`config.mk`:
```
export PLATFORM = sky130hd
export DESIGN_NAME = csio_unit
export DESIGN_NICKNAME = d
export VERILOG_FILES = /design/src/rtl/csio_pkg.sv /design/src/rtl/csio_baud.sv /design/src/rtl/csio_sync.sv /design/src/rtl/csio_shift.sv /design/src/rtl/csio_unit.sv
export SDC_FILE = /design/constraint.sdc
export NUM_CORES = 1
export LEC_CHECK = 0
export BUFFER_PORTS_ARGS = -buffer_cell sky130_fd_sc_hd__buf_2
export CAP_MARGIN = 20
export CORE_MARGIN = 3
export CORE_UTILIZATION = 30
export DETAILED_ROUTE_END_ITERATION = 10
export SYNTH_ARGS = -nofsm -noshare
export SYNTH_HDL_FRONTEND = slang
export SYNTH_HIERARCHICAL = 1
export SYNTH_SLANG_ARGS = --single-unit
```
`constraint.sdc`:
```
create_clock -name clk -period 5.01 [get_ports clk]
set_input_delay 1.2525 -clock clk [delete_from_list [all_inputs] [get_ports clk]]
set_output_delay 1.2525 -clock clk [all_outputs]
set_load 0.1 [all_outputs]
```
`src/rtl/csio_pkg.sv`:
```
package csio_pkg;
  localparam logic [1:0] ADDR_MODE = 2'd0;
  localparam logic [1:0] ADDR_DIV  = 2'd1;
  localparam logic [1:0] ADDR_DATA = 2'd2;
  localparam logic [1:0] ADDR_STAT = 2'd3;

  typedef struct packed {
    logic rest_lvl;   // bit 3: data pin level between transfers, external mode
    logic lsb_first;  // bit 2
    logic pol;        // bit 1
    logic ext_clk;    // bit 0
  } csio_mode_t;

  typedef enum logic [1:0] {
    ST_IDLE = 2'd0,
    ST_RUN  = 2'd1,
    ST_HOLD = 2'd2
  } csio_state_t;
endpackage

```
`src/rtl/csio_baud.sv`:
```
module csio_baud #(
  parameter int DIV_W = 8
) (
  input  logic             clk,
  input  logic             rst_n,
  input  logic             run,
  input  logic             restart,
  input  logic [DIV_W-1:0] div,
  output logic             tick
);
  logic [DIV_W-1:0] cnt_q;

  assign tick = run && !restart && (cnt_q == div);

  always_ff @(posedge clk or negedge rst_n) begin
    if (!rst_n) begin
      cnt_q <= '0;
    end else if (!run || restart || tick) begin
      cnt_q <= '0;
    end else begin
      cnt_q <= cnt_q + 1'b1;
    end
  end

  // ticks are n+1 cycles apart, so a nonzero divider never gives two in a row
  assert_tick_gap_R2: assert property (@(posedge clk) disable iff (!rst_n)
    (tick && div != '0) |=> (!tick || div == '0));
endmodule

```
`src/rtl/csio_sync.sv`:
```
module csio_sync #(
  parameter int STAGES = 2
) (
  input  logic clk,
  input  logic rst_n,
  input  logic pin,
  output logic rise,
  output logic fall
);
  logic [STAGES:0] chain_q;

  generate
    for (genvar i = 0; i <= STAGES; i++) begin : g_stage
      if (i == 0) begin : g_first
        always_ff @(posedge clk or negedge rst_n) begin
          if (!rst_n) chain_q[0] <= 1'b0;
          else        chain_q[0] <= pin;
        end
      end else begin : g_next
        always_ff @(posedge clk or negedge rst_n) begin
          if (!rst_n) chain_q[i] <= 1'b0;
          else        chain_q[i] <= chain_q[i-1];
        end
      end
    end
  endgenerate

  assign rise = chain_q[STAGES-1] & ~chain_q[STAGES];
  assign fall = ~chain_q[STAGES-1] & chain_q[STAGES];
endmodule

```
`src/rtl/csio_shift.sv`:
```
module csio_shift #(
  parameter int W = 8
) (
  input  logic         clk,
  input  logic         rst_n,
  input  logic         load,
  input  logic [W-1:0] load_data,
  input  logic         lsb_first,
  input  logic         lead,
  input  logic         trail,
  input  logic         sdi,
  output logic [W-1:0] word,
  output logic         dout,
  output logic         last
);
  localparam int BCW = $clog2(W + 1);

  logic [W-1:0] sr_q;
  logic [BCW-1:0] bits_q;
  logic dout_q;

  assign word = sr_q;
  assign dout = dout_q;
  assign last = trail && (bits_q == BCW'(W - 1));

  always_ff @(posedge clk or negedge rst_n) begin
    if (!rst_n) begin
      sr_q   <= '0;
      bits_q <= '0;
      dout_q <= 1'b0;
    end else if (load) begin
      sr_q   <= load_data;
      bits_q <= '0;
    end else begin
      if (lead) dout_q <= lsb_first ? sr_q[0] : sr_q[W-1];
      if (trail) begin
        sr_q   <= lsb_first ? {sdi, sr_q[W-1:1]} : {sr_q[W-2:0], sdi};
        bits_q <= bits_q + 1'b1;
      end
    end
  end

  // a frame never counts past its width
  assert_bit_count_R1: assert property (@(posedge clk) disable iff (!rst_n)
    bits_q <= BCW'(W));
endmodule

```
`src/rtl/csio_unit.sv`:
```
module csio_unit
  import csio_pkg::*;
#(
  parameter int DATA_W      = 8,
  parameter int DIV_W       = 8,
  parameter int SYNC_STAGES = 2
) (
  input  logic              clk,
  input  logic              rst_n,
  input  logic              reg_wr,
  input  logic [1:0]        reg_addr,
  input  logic [DATA_W-1:0] reg_wdata,
  output logic [DATA_W-1:0] reg_rdata,
  input  logic              sclk_in,
  output logic              sclk_out,
  output logic              sclk_oe,
  input  logic              sdi,
  output logic              sdo,
  output logic              sdo_oe,
  output logic              busy,
  output logic              err,
  output logic              irq
);
  csio_mode_t       mode_q;
  logic [DIV_W-1:0] div_q;
  csio_state_t      state_q;
  logic sclk_q, drv_q, err_q, irq_q;

  logic wr_mode, wr_div, wr_data, wr_stat, start, dropped;
  logic ext, pol, tick, tog, rise, fall;
  logic lead, trail, done, dout;
  logic [DATA_W-1:0] word;

  assign ext     = mode_q.ext_clk;
  assign pol     = mode_q.pol;
  assign wr_mode = reg_wr && reg_addr == ADDR_MODE;
  assign wr_div  = reg_wr && reg_addr == ADDR_DIV;
  assign wr_data = reg_wr && reg_addr == ADDR_DATA;
  assign wr_stat = reg_wr && reg_addr == ADDR_STAT;
  assign start   = wr_data && state_q != ST_RUN;
  assign dropped = wr_data && state_q == ST_RUN;

  csio_baud #(.DIV_W(DIV_W)) u_baud (
    .clk(clk), .rst_n(rst_n), .run(!ext && state_q != ST_IDLE),
    .restart(start), .div(div_q), .tick(tick)
  );

  csio_sync #(.STAGES(SYNC_STAGES)) u_sync (
    .clk(clk), .rst_n(rst_n), .pin(sclk_in), .rise(rise), .fall(fall)
  );

  assign tog = tick && state_q == ST_RUN;

  always_comb begin
    if (ext) begin
      lead  = state_q == ST_RUN && (pol ? rise : fall);
      trail = state_q == ST_RUN && (pol ? fall : rise);
    end else begin
      lead  = tog && (sclk_q == ~pol);
      trail = tog && (sclk_q != ~pol);
    end
  end

  csio_shift #(.W(DATA_W)) u_shift (
    .clk(clk), .rst_n(rst_n), .load(start), .load_data(reg_wdata),
    .lsb_first(mode_q.lsb_first), .lead(lead), .trail(trail), .sdi(sdi),
    .word(word), .dout(dout), .last(done)
  );

  always_ff @(posedge clk or negedge rst_n) begin
    if (!rst_n) begin
      mode_q <= '0;
      div_q  <= '0;
    end else begin
      if (wr_mode) mode_q <= csio_mode_t'(reg_wdata[3:0]);
      if (wr_div)  div_q  <= reg_wdata[DIV_W-1:0];
    end
  end

  always_ff @(posedge clk or negedge rst_n) begin
    if (!rst_n) begin
      state_q <= ST_IDLE;
      sclk_q  <= 1'b1;
      drv_q   <= 1'b0;
      err_q   <= 1'b0;
      irq_q   <= 1'b0;
    end else begin
      irq_q <= done;
      if (dropped)                      err_q <= 1'b1;
      else if (wr_stat && reg_wdata[1]) err_q <= 1'b0;

      if (state_q != ST_RUN) sclk_q <= ~pol;
      else if (tog)          sclk_q <= ~sclk_q;

      if (start)                                    drv_q <= 1'b0;
      else if (lead)                                drv_q <= 1'b1;
      else if (ext && done)                         drv_q <= 1'b0;
      else if (!ext && state_q == ST_HOLD && tick)  drv_q <= 1'b0;

      unique case (state_q)
        ST_IDLE: if (start) state_q <= ST_RUN;
        ST_RUN:  if (done)  state_q <= ext ? ST_IDLE : ST_HOLD;
        ST_HOLD: begin
          if (start)     state_q <= ST_RUN;
          else if (tick) state_q <= ST_IDLE;
        end
        default: state_q <= ST_IDLE;
      endcase
    end
  end

  always_comb begin
    unique case (reg_addr)
      ADDR_MODE: reg_rdata = DATA_W'(mode_q);
      ADDR_DIV:  reg_rdata = DATA_W'(div_q);
      ADDR_DATA: reg_rdata = word;
      default:   reg_rdata = DATA_W'({err_q, state_q == ST_RUN});
    endcase
  end

  assign sclk_out = sclk_q;
  assign sclk_oe  = !ext;
  assign sdo      = (ext && !drv_q) ? mode_q.rest_lvl : dout;
  assign sdo_oe   = ext || drv_q;
  assign busy     = state_q == ST_RUN;
  assign err      = err_q;
  assign irq      = irq_q;

  // the completion pulse lasts one cycle
  assert_irq_single_R5: assert property (@(posedge clk) disable iff (!rst_n)
    irq |=> !irq);

  // a dropped write raises the error flag
  assert_drop_flags_R8: assert property (@(posedge clk) disable iff (!rst_n)
    (busy && wr_data) |=> err);

  // a dropped write does not end the transfer in flight
  assert_drop_keeps_busy_R8: assert property (@(posedge clk) disable iff (!rst_n)
    (busy && wr_data && !done) |=> busy);

  // an idle internal clock rests at the level the polarity selects
  assert_idle_clock_R2: assert property (@(posedge clk) disable iff (!rst_n)
    (!ext && state_q == ST_IDLE && $past(state_q == ST_IDLE) && $stable(pol))
      |-> (sclk_out == ~pol));

  // the data pin floats once the internal-clock hold window has closed
  assert_pin_released_R6: assert property (@(posedge clk) disable iff (!rst_n)
    (!ext && $stable(ext) && state_q == ST_IDLE && $past(state_q == ST_IDLE))
      |-> !sdo_oe);
endmodule

```
---- Word-level counts from Yosys, hierarchy flattened ----
Cells that the tools add are included.
word-level totals
  memories ................................ 0
  output and inout port bits .............. 15
  input bits .............................. 15
  latch bits .............................. 0
  bits in read-only memories .............. 0
  bits in writable memories ............... 0
  flip-flop bits (word level) ............. 42
operators by class
  $lt $le $gt $ge ......................... 0
  reductions and logical operators ........ 36
  eq/ne operators ......................... 13
  bitwise gates (word level) .............. 7
  shift-type cells ........................ 0
  divide/modulo/power cells ............... 0
  multiplexer cells ....................... 27
  add/subtract/negate cells ............... 2
  multiply operators ...................... 0
operators by type and width
  cell                   count
  $mux W8                4
  $pmux W8 S3            1
  $logic_and A1 B1 Y1    20
  $mux W1                14
  $mux W2                5
  $add A8 B1 Y8 const B  1
  $eq A8 B8 Y1           1
  $mux W4                2
  $reduce_bool A2 Y1     4
  $eq A2 B2 Y1 const B   3
  $ne A2 B1 Y1 const B   3
  $pmux W2 S3            1
  $not A1 Y1             5
  $add A4 B1 Y4 const B  1
  $eq A2 B1 Y1 const B   2
  $eq A4 B3 Y1 const B   1
  $logic_not A1 Y1       4
  $logic_not A2 Y1       2
  $reduce_bool A4 Y1     1
  $logic_or A1 B1 Y1     3
  $ne A3 B2 Y1 const B   1
  $reduce_and A3 Y1      1
  $and A1 B1 Y1          2
  $reduce_and A2 Y1      1
  other kinds (2)        2

---- Logic depth before layout (Yosys ltp) ----
  word-level depth ........................ 14
  mapped depth ............................ 12
  depth with buffers taken out ............ 10

---- Modules after synthesis ----
The synthesis kept the hierarchy.
modules (own cells, without submodules)
  module      seq. area each (µm²)  times used  area each (µm²)  cells each
  csio_unit   451.7                 1           1012.2           87
  csio_shift  325.3                 1           737.0            67
  csio_baud   200.2                 1           520.5            47
  csio_sync   75.1                  1           90.1             5

---- Worst setup path before layout ----
No wires, ideal clock.
  path kind ............................... input to output
  start point ............................. input port reg_addr[1]
  end point ............................... output port reg_rdata[2]
  stages .................................. 3
  path buffers ............................ 1
  arrival ................................. 3.646 ns
  path slack .............................. 0.112 ns
  path through ............................ buf_2 mux2i_1 o21ai_0
on the way
  word-level cells in the longest chain between the ends .. 2
  elaborated cells between the ends (all ways) .. 4
RTL lines
  item                                  RTL line          RTL
  start: declaration                    csio_unit.sv:11   input logic [1:0] reg_addr,
  $eq A2 B2 Y1 (tied with other cells)  csio_unit.sv:113  unique case (reg_addr)
  $pmux W8 S3 *                         csio_unit.sv:113
  end: declaration                      csio_unit.sv:13   output logic [DATA_W-1:0] reg_rdata,
Mark *: on every way between the ends. The rest lies on a longest branch, timed or not.

---- Final worst setup path ----
  start point ............................. input port reg_addr[0]
  end point ............................... output port reg_rdata[2]
Same word-level chain as after synthesis.

==> metrics.txt <==
sequential fraction of the synthesis area 44.6%; Mapped Area 2360 sq um; number of global-route vias before repair 1630; clk_skew 0.00409 ns; # diodes 0; setup slack at placement approximately 1.0 ns; gr usage total 12.4%; drt initial violations between 80 and 90; complex-gate fraction of the synthesized area about 11%; Chip Height 94.7 um; share of layout cells above drive strength 1 23.5%; final hold violation count 0; # IOs 30; total setup buffers inserted after CTS 0; XOR/XNOR Fraction of Synth Area 5.51%; wire per inst ~16 um; RSZ-0062 raised after global routing no; post-DP HPWL 3830 um; VDD IR max 179 uV; Max Transition Viols Final 0; die width 94.7 um; HP Class reg -> reg; Post-Syn Area per Cell 11.5 sq um; status finished clean; Clk pin slew, worst setup/hold paths 0.08 ns; Vias 1687; Simple-Gate Fraction of Synth Area a little under a fifth; CTS Hold Bufs 0; Nets 250; dominant cells by area after synthesis dfrtp_1 (43%), mux2i_1 (5.5%), mux2_1 (5.2%); period utilisation layout between 70 and 80%; Synthesized Nets 223; WL final 5210 um; CTS tree yes; Register Area around 1100 sq um; Critical Path AT between 2 and 3 ns; routability cong. 0.764; Yosys top cell area share a little over two fifths; worst slew pin tran 0.948 ns; most common cell in the netlist dfrtp_1; sum of negative setup slack 0 ns; Syn Inst Count 206; root buffer cell clkbuf_8; Post-CTS Resized 0; Final Power ~1.4 mW; initial antenna violation count 0; worst relative slew slack 36.8%; Adder-Cell Fraction of Synth Area 1.06%; largest net degree at the start of global routing 43; Max-Cap Viols 0; Worst EP required 3.76 ns; area of the multi-input gates 1220 sq um; drc violations 0; Leak Pwr 1.18 nW; Antenna Nets Post-Route 0; Setup Crit Path Kind in -> out; Core Rows 31; clk sink count 42; Core ar. 7450 sq um; Primary FF master, synth dfrtp_1; Max Freq roughly 0.26 GHz; number of flops mapped to enable cells by yosys 0; CP max FO 10; gr ovfl total 0; Distinct cells, synth 47; setup ws final roughly 1.2 ns; Final Util 36.0%; worst skew pair latency ~0.29 ns; Layout fillers 752; startpoint types input port; area grow syn2layout 13.6%; starting density of the core 31.7%; area leader, netlist dfrtp_1; min Tclk post-route 3.84 ns; first-pass GRT wire length 8580 um; port buffer count 29; final setup vio count 0; maximum buffer depth of the clock tree 2; pwr/cell area 519 nW/um^2; Post-synth ARST share 100%; Seq cells post-synth 42; list of most frequent post-synthesis cells dfrtp_1 (41), nand2_1 (17), mux2i_1 (13), mux2_1 (11); Vias/cell roughly 5; largest family of logic cells by synthesized area simple AND/OR/NAND/NOR gates; drt first pass iters 4; Syn. warnings 6; CP Capture Type output port; CTS H-Tree Depth 2; Num CTS Buffers 5; die outline area 8970 sq um; multiplexer share of the synthesized area 15.2%
-- cells in the final DEF, fill, tap and decap left out, types with 2 or more instances in the layout --
cell      synthesis  layout
nand3_1           6       6
buf_4             0       3
and4b_1           2       2
nor2b_1           6       6
nand3b_1          3       3
nor4_4            2       2
xnor2_1           3       3
a32oi_1           2       2
clkbuf_1          1       2
a211oi_1          5       5
a22o_1            4       4
dfrtp_1          41      41
or3b_1            7       7
o21ai_0          10      10
mux2i_1          13      13
nor2_1            7       7
inv_1             4       4
nand4_1           2       2
xor2_1           10      10
o211ai_1          8       8
nand2_1          17      17
mux2_4            3       3
a221oi_1          3       3
or3_1             3       3
buf_2             7      29
nand2b_1          2       2
clkbuf_8          0       5
ha_1              2       2
mux2_1           11      11
-- sequential cells by signal, indices dropped and copies added (netlist names) --
signal and count:
u_shift/word 8, u_shift/bits_q 4, u_shift/dout 1, err 1, pol 1, mode_q 2
ext 1, sclk_out 1, u_baud/cnt_q 8, div_q 8, state_q 2, u_sync/chain_q 3
drv_q 1, irq 1
-- per-stage QoR --
stage / instance area [sq um] / hold WS, ns / cells
floorplan: 2360 / 0.331 / 206
global placement: 2570 / 0.334 / 325
detailed placement: 2570 / 0.341 / 325
CTS: 2680 / 0.355 / 333
global route: 2680 / 0.355 / 333
finish: 2680 / 0.357 / 333
-- cell type report --
cell class | count | area share [%]
Multi-Input combinational cell | 148 | 45.4
Sequential cell | 42 | 39.2
Timing Repair Buffer | 32 | 6.25
Tap cell | 99 | 4.62
Clock buffer | 7 | 2.85
Clock inverter | 1 | 1.12
Inverter | 4 | 0.560
-- worst paths after layout --
check	startpoint	endpoint	slack (ns)	depth (start not counted)
max in group asynchronous	rst_n	u_baud/cnt_q[7]	3.32	1
worst min-delay path	u_sync/chain_q[0]	u_sync/chain_q[1]	0.36	0
worst min register to register	u_sync/chain_q[0]	u_sync/chain_q[1]	0.36	0
worst max register to register	u_baud/cnt_q[3]	drv_q	1.68	10
worst max-delay path	reg_addr[0]	reg_rdata[2]	1.17	5
min in group asynchronous	rst_n	div_q[0]	1.10	1
-- metal layers --
layer	wire length, um	part of all wire (%)	global-route usage [%]	up-vias
met3	230	4.4	2.39	6
met4	78	1.5	4.69	0
met1	2600	50	18.0	824
li1	-	-	-	818
met2	2310	44	18.2	39
met5	0	0	0	-
-- cell families after synthesis --
kind of cell,Yosys count
DFF,42
AOI/OAI and AO/OA,37
buffers and inverters,16
and+or+nand+nor,65
muxes,30
xor gates and xnor gates,14
adders and majority gates,2
-- power breakdown --
group | internal (mW) | total [mW] | switching (mW)
registers | 0.429 | 0.540 | 0.111
clock network | 0.149 | 0.262 | 0.113
logic | 0.193 | 0.590 | 0.396
-- critical path: stages --
cell	delay, ns
buf_2	0.21
nor2b_1	0.45
nand2_1	0.09
o21ai_0	0.11
buf_2	0.47
Power figures use the tool's default switching activity.
